**src/rtl/clrc_pkg.sv**
```systemverilog
package clrc_pkg;

    typedef enum logic [1:0] {
        CR_HELD,
        CR_SUSP,
        CR_ARM,
        CR_LIVE
    } cold_st_e;

    typedef enum logic {
        PR_HOLD,
        PR_RUN
    } plat_st_e;

    // Codes at or above 3 are the deep sleep states.
    function automatic logic is_deep(input logic [2:0] code);
        return code >= 3'd3;
    endfunction

    // Any non-zero code quiets the outbound link.
    function automatic logic is_low_power(input logic [2:0] code);
        return code != 3'd0;
    endfunction

endpackage

```
**src/rtl/clrc_plat_fsm.sv**
```systemverilog
module clrc_plat_fsm
    import clrc_pkg::*;
#(
    parameter int PLAT_HOLD = 4
) (
    input  logic clk,
    input  logic rst_n,
    input  logic restart,
    output logic in_hold
);
    localparam int CW = $clog2(PLAT_HOLD + 1);
    localparam logic [CW-1:0] LAST = CW'(PLAT_HOLD - 1);

    plat_st_e st_q, st_d;
    logic [CW-1:0] cnt_q, cnt_d;

    always_ff @(posedge clk or negedge rst_n) begin
        if (!rst_n) begin
            st_q  <= PR_HOLD;
            cnt_q <= '0;
        end else begin
            st_q  <= st_d;
            cnt_q <= cnt_d;
        end
    end

    always_comb begin
        st_d  = st_q;
        cnt_d = cnt_q;
        if (restart) begin
            st_d  = PR_HOLD;
            cnt_d = '0;
        end else begin
            unique case (st_q)
                PR_HOLD: begin
                    if (cnt_q == LAST) begin
                        st_d  = PR_RUN;
                        cnt_d = '0;
                    end else begin
                        cnt_d = cnt_q + 1'b1;
                    end
                end
                PR_RUN: st_d = PR_RUN;
            endcase
        end
    end

    always_comb begin
        in_hold = (st_q == PR_HOLD);
    end

    AST_HOLD_AFTER_RESTART: assert property (@(posedge clk) disable iff (!rst_n)
        restart |=> in_hold);
    AST_COUNT_IN_RANGE: assert property (@(posedge clk) disable iff (!rst_n)
        cnt_q <= LAST);

endmodule

```
**src/rtl/clrc_cold_fsm.sv**
```systemverilog
module clrc_cold_fsm
    import clrc_pkg::*;
(
    input  logic clk,
    input  logic rst_n,
    input  logic hw_evt,
    input  logic deep,
    input  logic set_req,
    input  logic clr_req,
    output logic go_bit,
    output logic rst_out_n,
    output logic arming
);
    cold_st_e st_q, st_d;

    always_ff @(posedge clk or negedge rst_n) begin
        if (!rst_n) st_q <= CR_HELD;
        else        st_q <= st_d;
    end

    always_comb begin
        st_d = st_q;
        if (deep) begin
            st_d = CR_SUSP;
        end else if (hw_evt) begin
            st_d = CR_HELD;
        end else begin
            unique case (st_q)
                CR_HELD: if (set_req) st_d = CR_ARM;
                CR_SUSP: st_d = CR_HELD;
                CR_ARM:  st_d = clr_req ? CR_HELD : CR_LIVE;
                CR_LIVE: if (clr_req) st_d = CR_HELD;
            endcase
        end
    end

    always_comb begin
        go_bit    = 1'b0;
        rst_out_n = 1'b0;
        arming    = 1'b0;
        unique case (st_q)
            CR_HELD: ;
            CR_SUSP: ;
            CR_ARM: begin
                go_bit = 1'b1;
                arming = 1'b1;
            end
            CR_LIVE: begin
                go_bit    = 1'b1;
                rst_out_n = 1'b1;
            end
        endcase
    end

    AST_EVENT_DROPS_RESET: assert property (@(posedge clk) disable iff (!rst_n)
        hw_evt |=> !rst_out_n);
    AST_DEEP_FORCES_LOW: assert property (@(posedge clk) disable iff (!rst_n)
        deep |=> (!rst_out_n && !go_bit));
    AST_EVENT_BEATS_WRITE: assert property (@(posedge clk) disable iff (!rst_n)
        (hw_evt && set_req) |=> !go_bit);
    AST_GO_ONLY_BY_WRITE: assert property (@(posedge clk) disable iff (!rst_n)
        $rose(go_bit) |-> $past(set_req));

endmodule

```
**src/rtl/clrc_cfg_reg.sv**
```systemverilog
module clrc_cfg_reg (
    input  logic clk,
    input  logic rst_n,
    input  logic hw_evt,
    input  logic wr_hit,
    input  logic wr_off,
    output logic off_q
);
    always_ff @(posedge clk or negedge rst_n) begin
        if (!rst_n)      off_q <= 1'b0;
        else if (hw_evt) off_q <= 1'b0;
        else if (wr_hit) off_q <= wr_off;
    end

    AST_OFF_FOLLOWS_WRITE: assert property (@(posedge clk) disable iff (!rst_n)
        (wr_hit && !hw_evt) |=> (off_q == $past(wr_off)));
    AST_OFF_CLEARED_BY_EVENT: assert property (@(posedge clk) disable iff (!rst_n)
        hw_evt |=> !off_q);

endmodule

```
**src/rtl/codec_link_rstctl.sv**
```systemverilog
module codec_link_rstctl
    import clrc_pkg::*;
#(
    parameter int             AW        = 4,
    parameter int             DW        = 8,
    parameter logic [AW-1:0]  CTRL_ADDR = 4'h6,
    parameter int             GO_BIT    = 0,
    parameter int             OFF_BIT   = 1,
    parameter int             PLAT_HOLD = 4
) (
    input  logic          clk,
    input  logic          rst_n,
    input  logic          pwrup_evt,
    input  logic          hardrst_evt,
    input  logic [2:0]    sleep_state,
    input  logic          wr_valid,
    input  logic [AW-1:0] wr_addr,
    input  logic [DW-1:0] wr_data,
    output logic [DW-1:0] rd_data,
    input  logic          eng_sdo,
    input  logic          eng_sync,
    output logic          codec_rst_n,
    output logic          link_sdo,
    output logic          link_sync,
    output logic          pd_en
);
    logic hw_evt, deep, low_pwr, wr_hit, set_req, clr_req;
    logic go_bit, arming, in_hold, off_q, force_low;
    logic unused_wr_bits;

    assign hw_evt   = pwrup_evt | hardrst_evt;
    assign deep     = is_deep(sleep_state);
    assign low_pwr  = is_low_power(sleep_state);
    assign wr_hit   = wr_valid && (wr_addr == CTRL_ADDR);
    assign set_req  = wr_hit &&  wr_data[GO_BIT];
    assign clr_req  = wr_hit && !wr_data[GO_BIT];
    assign unused_wr_bits = ^wr_data;

    clrc_cold_fsm u_cold (
        .clk       (clk),
        .rst_n     (rst_n),
        .hw_evt    (hw_evt),
        .deep      (deep),
        .set_req   (set_req),
        .clr_req   (clr_req),
        .go_bit    (go_bit),
        .rst_out_n (codec_rst_n),
        .arming    (arming)
    );

    clrc_plat_fsm #(.PLAT_HOLD(PLAT_HOLD)) u_plat (
        .clk     (clk),
        .rst_n   (rst_n),
        .restart (hw_evt | deep),
        .in_hold (in_hold)
    );

    clrc_cfg_reg u_cfg (
        .clk    (clk),
        .rst_n  (rst_n),
        .hw_evt (hw_evt),
        .wr_hit (wr_hit),
        .wr_off (wr_data[OFF_BIT]),
        .off_q  (off_q)
    );

    always_comb begin
        force_low        = in_hold | low_pwr | arming;
        link_sdo         = eng_sdo  & ~force_low;
        link_sync        = eng_sync & ~force_low;
        pd_en            = off_q;
        rd_data          = '0;
        rd_data[GO_BIT]  = go_bit;
        rd_data[OFF_BIT] = off_q;
    end

    AST_RELEASE_WITH_QUIET_LINK: assert property (@(posedge clk) disable iff (!rst_n)
        $rose(codec_rst_n) |-> $past(!link_sdo && !link_sync));
    AST_LOWPWR_QUIET: assert property (@(posedge clk) disable iff (!rst_n)
        (sleep_state != 3'd0) |-> (!link_sdo && !link_sync));
    AST_FOREIGN_WRITE_IGNORED: assert property (@(posedge clk) disable iff (!rst_n)
        (wr_valid && wr_addr != CTRL_ADDR && !hw_evt && !deep) |=> $stable(rd_data));

endmodule

```
**config.mk**
```make
export PLATFORM = sky130hd
export DESIGN_NAME = codec_link_rstctl
export DESIGN_NICKNAME = d
export VERILOG_FILES = /design/src/rtl/clrc_pkg.sv /design/src/rtl/clrc_plat_fsm.sv /design/src/rtl/clrc_cold_fsm.sv /design/src/rtl/clrc_cfg_reg.sv /design/src/rtl/codec_link_rstctl.sv
export SDC_FILE = /design/constraint.sdc
export NUM_CORES = 1
export LEC_CHECK = 0
export ABC_AREA = 1
export CAP_MARGIN = 20
export CELL_PAD_IN_SITES_DETAIL_PLACEMENT = 0
export CELL_PAD_IN_SITES_GLOBAL_PLACEMENT = 1
export CORE_MARGIN = 2
export CORE_UTILIZATION = 22
export DETAILED_ROUTE_END_ITERATION = 6
export PLACE_DENSITY_LB_ADDON = 0.1
export SYNTH_ARGS = -nofsm -noshare
export SYNTH_HDL_FRONTEND = slang
export SYNTH_HIERARCHICAL = 1
export SYNTH_SLANG_ARGS = --single-unit
```
**constraint.sdc**
```tcl
create_clock -name clk -period 1.2 [get_ports clk]
set_input_delay 0.24 -clock clk [delete_from_list [all_inputs] [get_ports clk]]
set_output_delay 0.24 -clock clk [all_outputs]
set_load 0.05 [all_outputs]
```
==> flow_summary.toml, run 1 <==
[run_status]
status = "finished with violations"
violations = "setup timing"

[clocking]
cts_tree = "built"
clkTransAtPathRegs_ns = 0.05
postCtsHoldBufs = 0
clk_latency_ns = 0.24
numCtsBuffers = 3
cts_max_level = 1
clock_path_buffers = 2
cts.sinks = 7
cts_root_buf = "clkbuf_4"

[drt]
routedWlPerCell_um = 8.07
viasPerCell = 3.84
first_pass_iters = 4
drt_wl_total_mm = 1.09
drt-initial-drc-count = 6
ant_nets = 0
vias = 519
drcViolationCount = 0

[synthesis]
yosysWarnings = 6
synth_top_area_cell = "dfrtp_1"
netlist_area_um2 = 524
synthesis.instances = 77
synthTopCellsByArea = "dfrtp_1, buf_4, inv_1"
synth_top_area_share_pct = 33.4
syn_avg_cell_area_um2 = 6.81
ys_seq_elements = 7
synth_cell_types = 19
ys_seq_area_share_pct = 33.4

[worst_setup_path]
crit_fanout = 2
slowest_stage = "dfrtp_1"
cp_cell_sequence = "inv_2, nor2_2, inv_2, nand3_4, nor2_4, buf_12"
critPathArrivalTime_ns = 1.15
cp_common_cell = "inv_2"
startpoint_type = "flip-flop"
critical-path-max-stage-delay_ns = 0.39
path_class = "flip-flop to output pin"
critPathRequiredTime_ns = 0.96
crit_buf_inv = 3
crit_family = "flip-flops"
critical_path.endpoint_type = "output pin"

[sta]
fin_setup_tns_ns = -0.441
grt_setup_unrepaired = "yes"
fmax_ghz = 0.720
slew_violations = 0
worst_slack_ns = -0.189
period_needed_ns = 1.39
setup_viol = 3
fin_crit_sh_pct = 116
hold_viol = 0
finClkSkew_ns = 0.00309

[grt]
grt_first_pass_wirelength_mm = 1.90
grt_max_degree = 8
antenna_found_initial = 0
grt_use_total_pct = 9.16
overflow = 0
grt_pass1_vias = 489

[final_layout]
drive_gt1_share_pct = 37.4
antenna_cells = 0
final_nets = 131
layout.cells.most_common = "inv_1"
areaGrowthSynthToFinish_pct = 77.1
final_cell_mix = "inv_1, clkdlybuf4s50_1, nand2_1"
layoutNonFillerInstCount = 135

[worst_hold_path]
hold_class = "input pin to asynchronous set/reset pin"

[floorplan]
core_mm2 = 0.00223
pin_count = 34
die_h_um = 52.8
start_util_pct = 23.5
num_rows = 17
die_w_um = 52.8
dieArea_mm2 = 0.00279

[placed_design]
io_buffers = 21
dpl.hpwl_um = 922
place_inst = 128
pre_cts_ws_ns = -0.247
gp_congestion = 0.677

[power_and_ir_drop]
p_leak_nw = 0.446
ir_drop_mv = 0.433
power_density_mw_per_mm2 = 638

[run]
drv_cap = 0
power by group:
part           internal [mW]  total [mW]  switching [mW]
Combinational         0.0581       0.141          0.0825
Clock                  0.126       0.207          0.0804
Sequential             0.240       0.244         0.00411
Total                  0.425       0.592           0.167
layer usage:
layer / global-route usage (%) / wire (um)
met1: 11.0 / 458
met2: 15.4 / 508
met3: 2.29 / 108
met4: 3.85 / 16
met5: 0 / 0
worst paths after layout:
kind                                       from              end  slack [ns]  depth (start not counted)
worst max-delay path             u_cold/st_q[1]        link_sync       -0.19                          6
worst min-delay path                      rst_n  u_plat/cnt_q[2]        0.25                          1
worst max register to register      u_plat/st_q  u_plat/cnt_q[0]        0.15                          7
worst min register to register  u_plat/cnt_q[2]  u_plat/cnt_q[2]        0.51                          2
max in group asynchronous                 rst_n   u_cold/st_q[1]        0.71                          1
min in group clk                 sleep_state[2]   u_cold/st_q[0]        0.49                          5
synth_stat cells:
master	count
a21boi_0	1
a21oi_1	2
a21oi_2	1
buf_4	8
clkbuf_1	1
conb_1	1
dfrtp_1	7
ha_1	1
inv_1	15
inv_2	3
nand2_1	12
nand2_2	5
nand3_1	4
nand3_2	1
nand4_1	1
nor2_1	10
nor2_2	1
nor3_1	2
o21ai_2	1
worst reg2reg max path, stage by stage, from the launching register on:
cell	delay [ns]
dfrtp_1	0.35
inv_2	0.06
buf_4	0.12
buf_4	0.12
buf_4	0.14
nand2_2	0.05
nand2_2	0.04
a21oi_2	0.09
layout make-up:
type                            instances  area [um^2]
Fill cell                             237         1310
Timing Repair Buffer                   30          338
Multi-Input combinational cell         48          287
Sequential cell                         7          175
Inverter                               18         67.6
Tap cell                               28         35.0
Clock buffer                            4         26.3
per-stage QoR:
step	util, %	total power, mW	area, um^2	hold slack (ns)
final	41.6	0.592	928	0.253
after floorplan	-	0.334	548	-0.0556
after global placement	37.4	0.386	835	0.498
after global routing	41.6	0.634	928	0.266
after detailed placement	37.4	0.387	835	0.497
after CTS	40.4	0.599	902	0.267
kinds of logic (layout without fill, tap and decap cells):
logic type | Yosys count | in the layout | synth area share, %
flip-flops | 7 | 7 | 33.4
AO/OA/AOI/OAI | 5 | 5 | 6.68
AND/OR/NAND/NOR | 36 | 36 | 31.7
buffers and inverters | 27 | 52 | 25.1
adder cells (fa/ha/maj) | 1 | 1 | 2.39
other | 1 | 6 | 0.715
state kept, by name (all words and copies together) (netlist names):
register      count
u_plat/st_q       1
u_plat/cnt_q      3
u_cold/st_q       2
u_cfg/off_q       1
what timing repair did:
action                     4_1_cts  5_1_grt
resized for setup               10        7
gates cloned                     0        0
setup endpoints to repair        3        5
pin swaps                        4        1
setup buffers                    2        1
(Power assumes the default switching activity.)
==> inputs of run 2 (changes only) <==
--- a/config.mk
+++ b/config.mk
@@ -15,5 +15,4 @@
 export PLACE_DENSITY_LB_ADDON = 0.1
 export SYNTH_ARGS = -nofsm -noshare
 export SYNTH_HDL_FRONTEND = slang
-export SYNTH_HIERARCHICAL = 1
 export SYNTH_SLANG_ARGS = --single-unit
==> run 2 against run 1 <==
  * The run still ends with setup timing left
  * Sequential share of layout area down 0.10 points
  * Hold slack about the same
  * Utilization up 1.9 points
  * Die area down 6.0%
  * Routed wire length up 0.55%
  * Clock power up 7%
==> flow_summary.toml, run 2 <==
[final_layout]
largest_reg_flops = 3
layoutNonFillerInstCount = 129
max_flop_register = "u_plat.cnt_q"
regArea_um2 = 175
final_cell_mix = "clkdlybuf4s50_1, buf_4, nand2_1"
fill_cells = 228
top_regs = "u_plat.cnt_q: 3 flops, u_cold.st_q: 2 flops"
multi_input_area_um2 = 273
stdcell_area_um2 = 933
drive_gt1_share_pct = 40.6
areaGrowthSynthToFinish_pct = 90.3
antenna_cells = 0
final_nets = 125

[sta]
fmax_ghz = 0.687
finClkSkew_ns = 0.000414
period_needed_ns = 1.46
fin_setup_tns_ns = -0.554
fin_crit_sh_pct = 121
worst_slack_ns = -0.256
hold_viol = 0
grt_setup_unrepaired = "yes"
slew_violations = 0
setup_viol = 3

[clocking]
cts_tree = "built"
cts_root_buf = "clkbuf_4"
clock_path_buffers = 2
clkTransAtPathRegs_ns = 0.06
clk_latency_ns = 0.25
numCtsBuffers = 3
cts_max_level = 1
cts.sinks = 7
postCtsHoldBufs = 0

[synthesis]
netlist_area_um2 = 490
yosys-top-cells-count = "nand2_1, buf_4, inv_1"
ys_seq_area_share_pct = 35.7
synthesis.instances = 66
ys_seq_elements = 7
synth-edff-count = 0
yosysWarnings = 0
synth_cell_types = 21
synth-main-ff-cell = "dfrtp_1"
yosysMostFrequentCell = "nand2_1"
synth_top_area_cell = "dfrtp_1"
synthTopCellsByArea = "dfrtp_1, buf_4, nand2_1"
syn_avg_cell_area_um2 = 7.43
synth_top_area_share_pct = 35.7
async_flop_share_pct = 100

[power_and_ir_drop]
power_density_mw_per_mm2 = 678
p_leak_nw = 0.442
ir_drop_mv = 0.370

[grt]
grt_first_pass_wirelength_mm = 1.99
grt_pass1_vias = 497
antenna_found_initial = 0
grt_max_degree = 8
overflow = 0
grt_use_total_pct = 10.2

[run_status]
violations = "setup timing"
status = "finished with violations"

[floorplan]
die_w_um = 51.2
die_h_um = 51.2
pin_count = 34
num_rows = 17
start_util_pct = 22.8
dieArea_mm2 = 0.00262
core_mm2 = 0.00215

[placed_design]
placed_area_um2 = 833
dpl.hpwl_um = 858
gp_congestion = 0.655
io_buffers = 21
place_inst = 120

[drt]
vias = 494
drcViolationCount = 0
first_pass_iters = 4
routedWlPerCell_um = 8.50
ant_nets = 0
drt-initial-drc-count = 4
drt_wl_total_mm = 1.10
viasPerCell = 3.83

[worst_hold_path]
hold_class = "input pin to asynchronous set/reset pin"

[worst_setup_path]
critPathArrivalTime_ns = 1.22
r2r_slack_ns = 0.10
critical_path.endpoint_type = "output pin"
startpoint_type = "flip-flop"
crit_fanout = 2
critPathRequiredTime_ns = 0.96
path_class = "flip-flop to output pin"

[run]
drv_cap = 0
-- run 2: path summary, 6_finish.rpt --
kind | endpoint | depth (start not counted) | start
hold reg to reg | u_plat.cnt_q[1] | 2 | u_plat.cnt_q[1]
hold / removal | u_plat.cnt_q[2] | 1 | rst_n
setup reg to reg | u_plat.cnt_q[0] | 7 | u_plat.st_q
min in group clk | u_plat.st_q | 4 | sleep_state[2]
setup / recovery | link_sdo | 5 | u_plat.st_q
max in group asynchronous | u_cold.st_q[1] | 1 | rst_n
-- run 2: kinds of logic after synthesis --
| group | count (synthesis) | share of synthesized area [%] |
|---|---|---|
| compound gates | 7 | 9.18 |
| fa+ha+maj | 1 | 2.55 |
| buf+inv | 19 | 20.7 |
| flops | 7 | 35.7 |
| other cells | 1 | 0.765 |
| simple gates | 31 | 31.1 |
-- run 2: worst max-delay path, cell delays in order (launching register included) --
cell and delay (ns):
dfrtp_1 0.35, inv_2 0.06, nor4_4 0.13, o21ai_2 0.14, nor2_4 0.15, buf_12 0.14
-- run 2: what timing repair did --
action	4_1_cts	5_1_grt
resized for setup	7	4
endpoints found under the hold margin	0	0
pin swaps	2	3
endpoints found under the setup margin	6	8
setup buffers	3	2
-- run 2: cell type report --
cell class / count / area share [%]
Timing Repair Buffer: 35 / 41.4
Multi-Input combinational cell: 45 / 29.2
Sequential cell: 7 / 18.8
Inverter: 10 / 4.02
Tap cell: 28 / 3.75
Clock buffer: 4 / 2.82
-- run 2: where the power goes --
part           total (mW)  internal (mW)  switching (mW)
sequential          0.245          0.241         0.00405
combinational       0.167         0.0747          0.0920
clock               0.221          0.127          0.0937
-- run 2: routing by layer --
layer | up-vias | wire, um | GRT usage (%)
li1 | 261 | - | -
met1 | 212 | 466 | 11.5
met2 | 19 | 540 | 17.3
met3 | 2 | 73 | 1.17
met4 | 0 | 16 | 7.89
met5 | - | 0 | 0
-- run 2: per-stage QoR --
stage               utilization [%]  total power, mW  hold slack, ns  setup slack [ns]
floorplan                         -            0.340         -0.0556           -0.0594
CTS                            41.9            0.646           0.258            -0.406
global route                   43.4            0.670           0.267            -0.337
detailed placement             38.8            0.408           0.473            -0.479
finish                         43.4            0.633           0.252            -0.256
global placement               38.8            0.408           0.473            -0.472
==> inputs of run 3 (changes only) <==
--- a/config.mk
+++ b/config.mk
@@ -9,7 +9,7 @@
 export CAP_MARGIN = 20
 export CELL_PAD_IN_SITES_DETAIL_PLACEMENT = 0
 export CELL_PAD_IN_SITES_GLOBAL_PLACEMENT = 1
-export CORE_MARGIN = 2
+export CORE_MARGIN = 3
 export CORE_UTILIZATION = 22
 export DETAILED_ROUTE_END_ITERATION = 6
 export PLACE_DENSITY_LB_ADDON = 0.1
==> run 3 against run 2 <==
  * The run still ends with setup timing left
  * Flip-flop and latch count is the same
  * Clock power shrank 3%
  * Via count grew 1.0%
  * Sequential share of layout area grew 0.10 points
  * Worst setup slack gained 0.0023 ns
  * Routed wire length grew 2.3%
  * Fmax grew 0.16%
  * Hold slack lost 0.0037 ns
  * Count of clock-buffer cells in the layout is the same
  * Register-to-register slack lost 0.04 ns
  * Largest power group unchanged
==> flow_summary.toml, run 3 (synthesis gave the netlist of run 2 again) <==
[power_and_ir_drop]
total_power_mw = 0.628
ir_drop_mv = 0.383
power_density_mw_per_mm2 = 677
p_leak_nw = 0.432

[clocking]
clock_path_buffers = 2
cts_root_buf = "clkbuf_4"
cts_max_level = 1
numCtsBuffers = 3
clkTransAtPathRegs_ns = 0.05
cts.sinks = 7
clk_latency_ns = 0.25
cts_tree = "built"

[drt]
drt_wl_total_mm = 1.12
top_layer = "met4"
viasPerCell = 3.93
wl_met1_um = 440
drt-initial-drc-count = 0
vias = 499
routedWlPerCell_um = 8.83
first_pass_iters = 1
drcViolationCount = 0
wl_met2_um = 542
wl_met3_um = 125
ant_nets = 0

[run_status]
violations = "setup timing"
status = "finished with violations"

[worst_setup_path]
critPathRequiredTime_ns = 0.96
r2r_slack_ns = 0.06
worstReg2RegEnd = "u_cold.st_q[0]"
reg2regPathDepth = 7
startpoint_type = "flip-flop"
endpoint = "link_sdo"
rr_startpoint = "u_cold.st_q[0]"
critPathLaunch = "u_plat.st_q"
critical_path.endpoint_type = "output pin"
slowest_stage = "dfrtp_1"
cp_cell_sequence = "inv_2, nor4_4, o21ai_2, nor2_4, buf_12"
critPathArrivalTime_ns = 1.21
path_class = "flip-flop to output pin"
crit_fanout = 2
critical-path-max-stage-delay_ns = 0.35

[final_layout]
regArea_um2 = 175
largest_reg_flops = 3
fill_cells = 205
final_cell_mix = "clkdlybuf4s50_1, buf_4, nand2_1"
antenna_cells = 0
multi_input_area_um2 = 280
max_flop_register = "u_plat.cnt_q"
top_regs = "u_plat.cnt_q: 3 flops, u_cold.st_q: 2 flops"
drive_gt1_share_pct = 40.0
layout.cells.most_common = "clkdlybuf4s50_1"
stdcell_area_um2 = 928
final_util_pct = 45.5
final_nets = 124
layoutNonFillerInstCount = 127
areaGrowthSynthToFinish_pct = 89.3

[grt]
antenna_found_initial = 0
grt_use_total_pct = 10.0
grt_pass1_vias = 521
overflow = 0
grt_max_degree = 8
grt_first_pass_wirelength_mm = 2.10

[floorplan]
die_h_um = 53.2
die_w_um = 53.2
num_rows = 16
pin_count = 34
dieArea_mm2 = 0.00283
start_util_pct = 24.0
core_mm2 = 0.00204

[sta]
finClkSkew_ns = 0.00428
hold_slack_ns = 0.248
worst_slack_ns = -0.254
fin_setup_tns_ns = -0.551
grt_setup_unrepaired = "yes"
fmax_ghz = 0.688
hold_viol = 0
period_needed_ns = 1.45
fin_crit_sh_pct = 121
setup_viol = 3
slew_violations = 0

[placed_design]
placed_area_um2 = 825
place_inst = 118
gp_congestion = 0.652
dpl.hpwl_um = 904
pre_cts_ws_ns = -0.501
io_buffers = 21

[worst_hold_path]
hold_class = "input pin to asynchronous set/reset pin"

[run]
drv_cap = 0
-- run 3: cell count changes in the layout (fill, tap and decap cells not counted), sizes merged --
cell	delta
dlymetal6s2s	-1
dlygate4sd2	+1
buf	-1
-- run 3: routing by layer --
metal / up-vias / GRT usage, %
met3: 2 / 3.94
met2: 22 / 18.8
met1: 215 / 10.1
met4: 0 / 2.55
met5: - / 0
li1: 260 / -
-- run 3: final cells by class --
class                           count  share of cell area, %
Clock buffer                        4                   2.83
Inverter                           10                   4.04
Multi-Input combinational cell     45                   30.2
Sequential cell                     7                   18.9
Tap cell                           27                   3.64
Timing Repair Buffer               34                   40.4
-- run 3: repair_timing --
action                     CTS  global route
setup buffers                4             2
cloned                       0             0
resized for setup           10             3
hold buffers                 0             0
pin swaps                    2             3
setup endpoints to repair    6             7
-- run 3: power breakdown --
part | leakage (nW) | total (mW) | internal [mW] | switching, mW
Sequential | 0.0944 | 0.245 | 0.241 | 0.00395
Clock | 0.0150 | 0.215 | 0.127 | 0.0885
Combinational | 0.323 | 0.168 | 0.0739 | 0.0940
Total | 0.432 | 0.628 | 0.442 | 0.186
-- run 3: worst min-delay path by stage --
stage	from	to	slack, ns	cells past startpoint
6_report	rst_n	u_plat.cnt_q[1]	0.25	1
5_1_grt	rst_n	u_plat.cnt_q[1]	0.25	1
4_1_cts	rst_n	u_plat.cnt_q[1]	0.25	1
3_5_place_dp	u_plat.cnt_q[1]	u_plat.cnt_q[1]	0.48	2
3_3_place_gp	u_plat.cnt_q[1]	u_plat.cnt_q[1]	0.47	2
2_1_floorplan	rst_n	u_cfg.off_q	-0.06	0
-- run 3: critical path, delay by kind of cell, from the launching register on --
family	cells	cell delay (ns)
compound gates	1	0.13
buf+inv	2	0.19
flops	1	0.35
simple gates	2	0.28
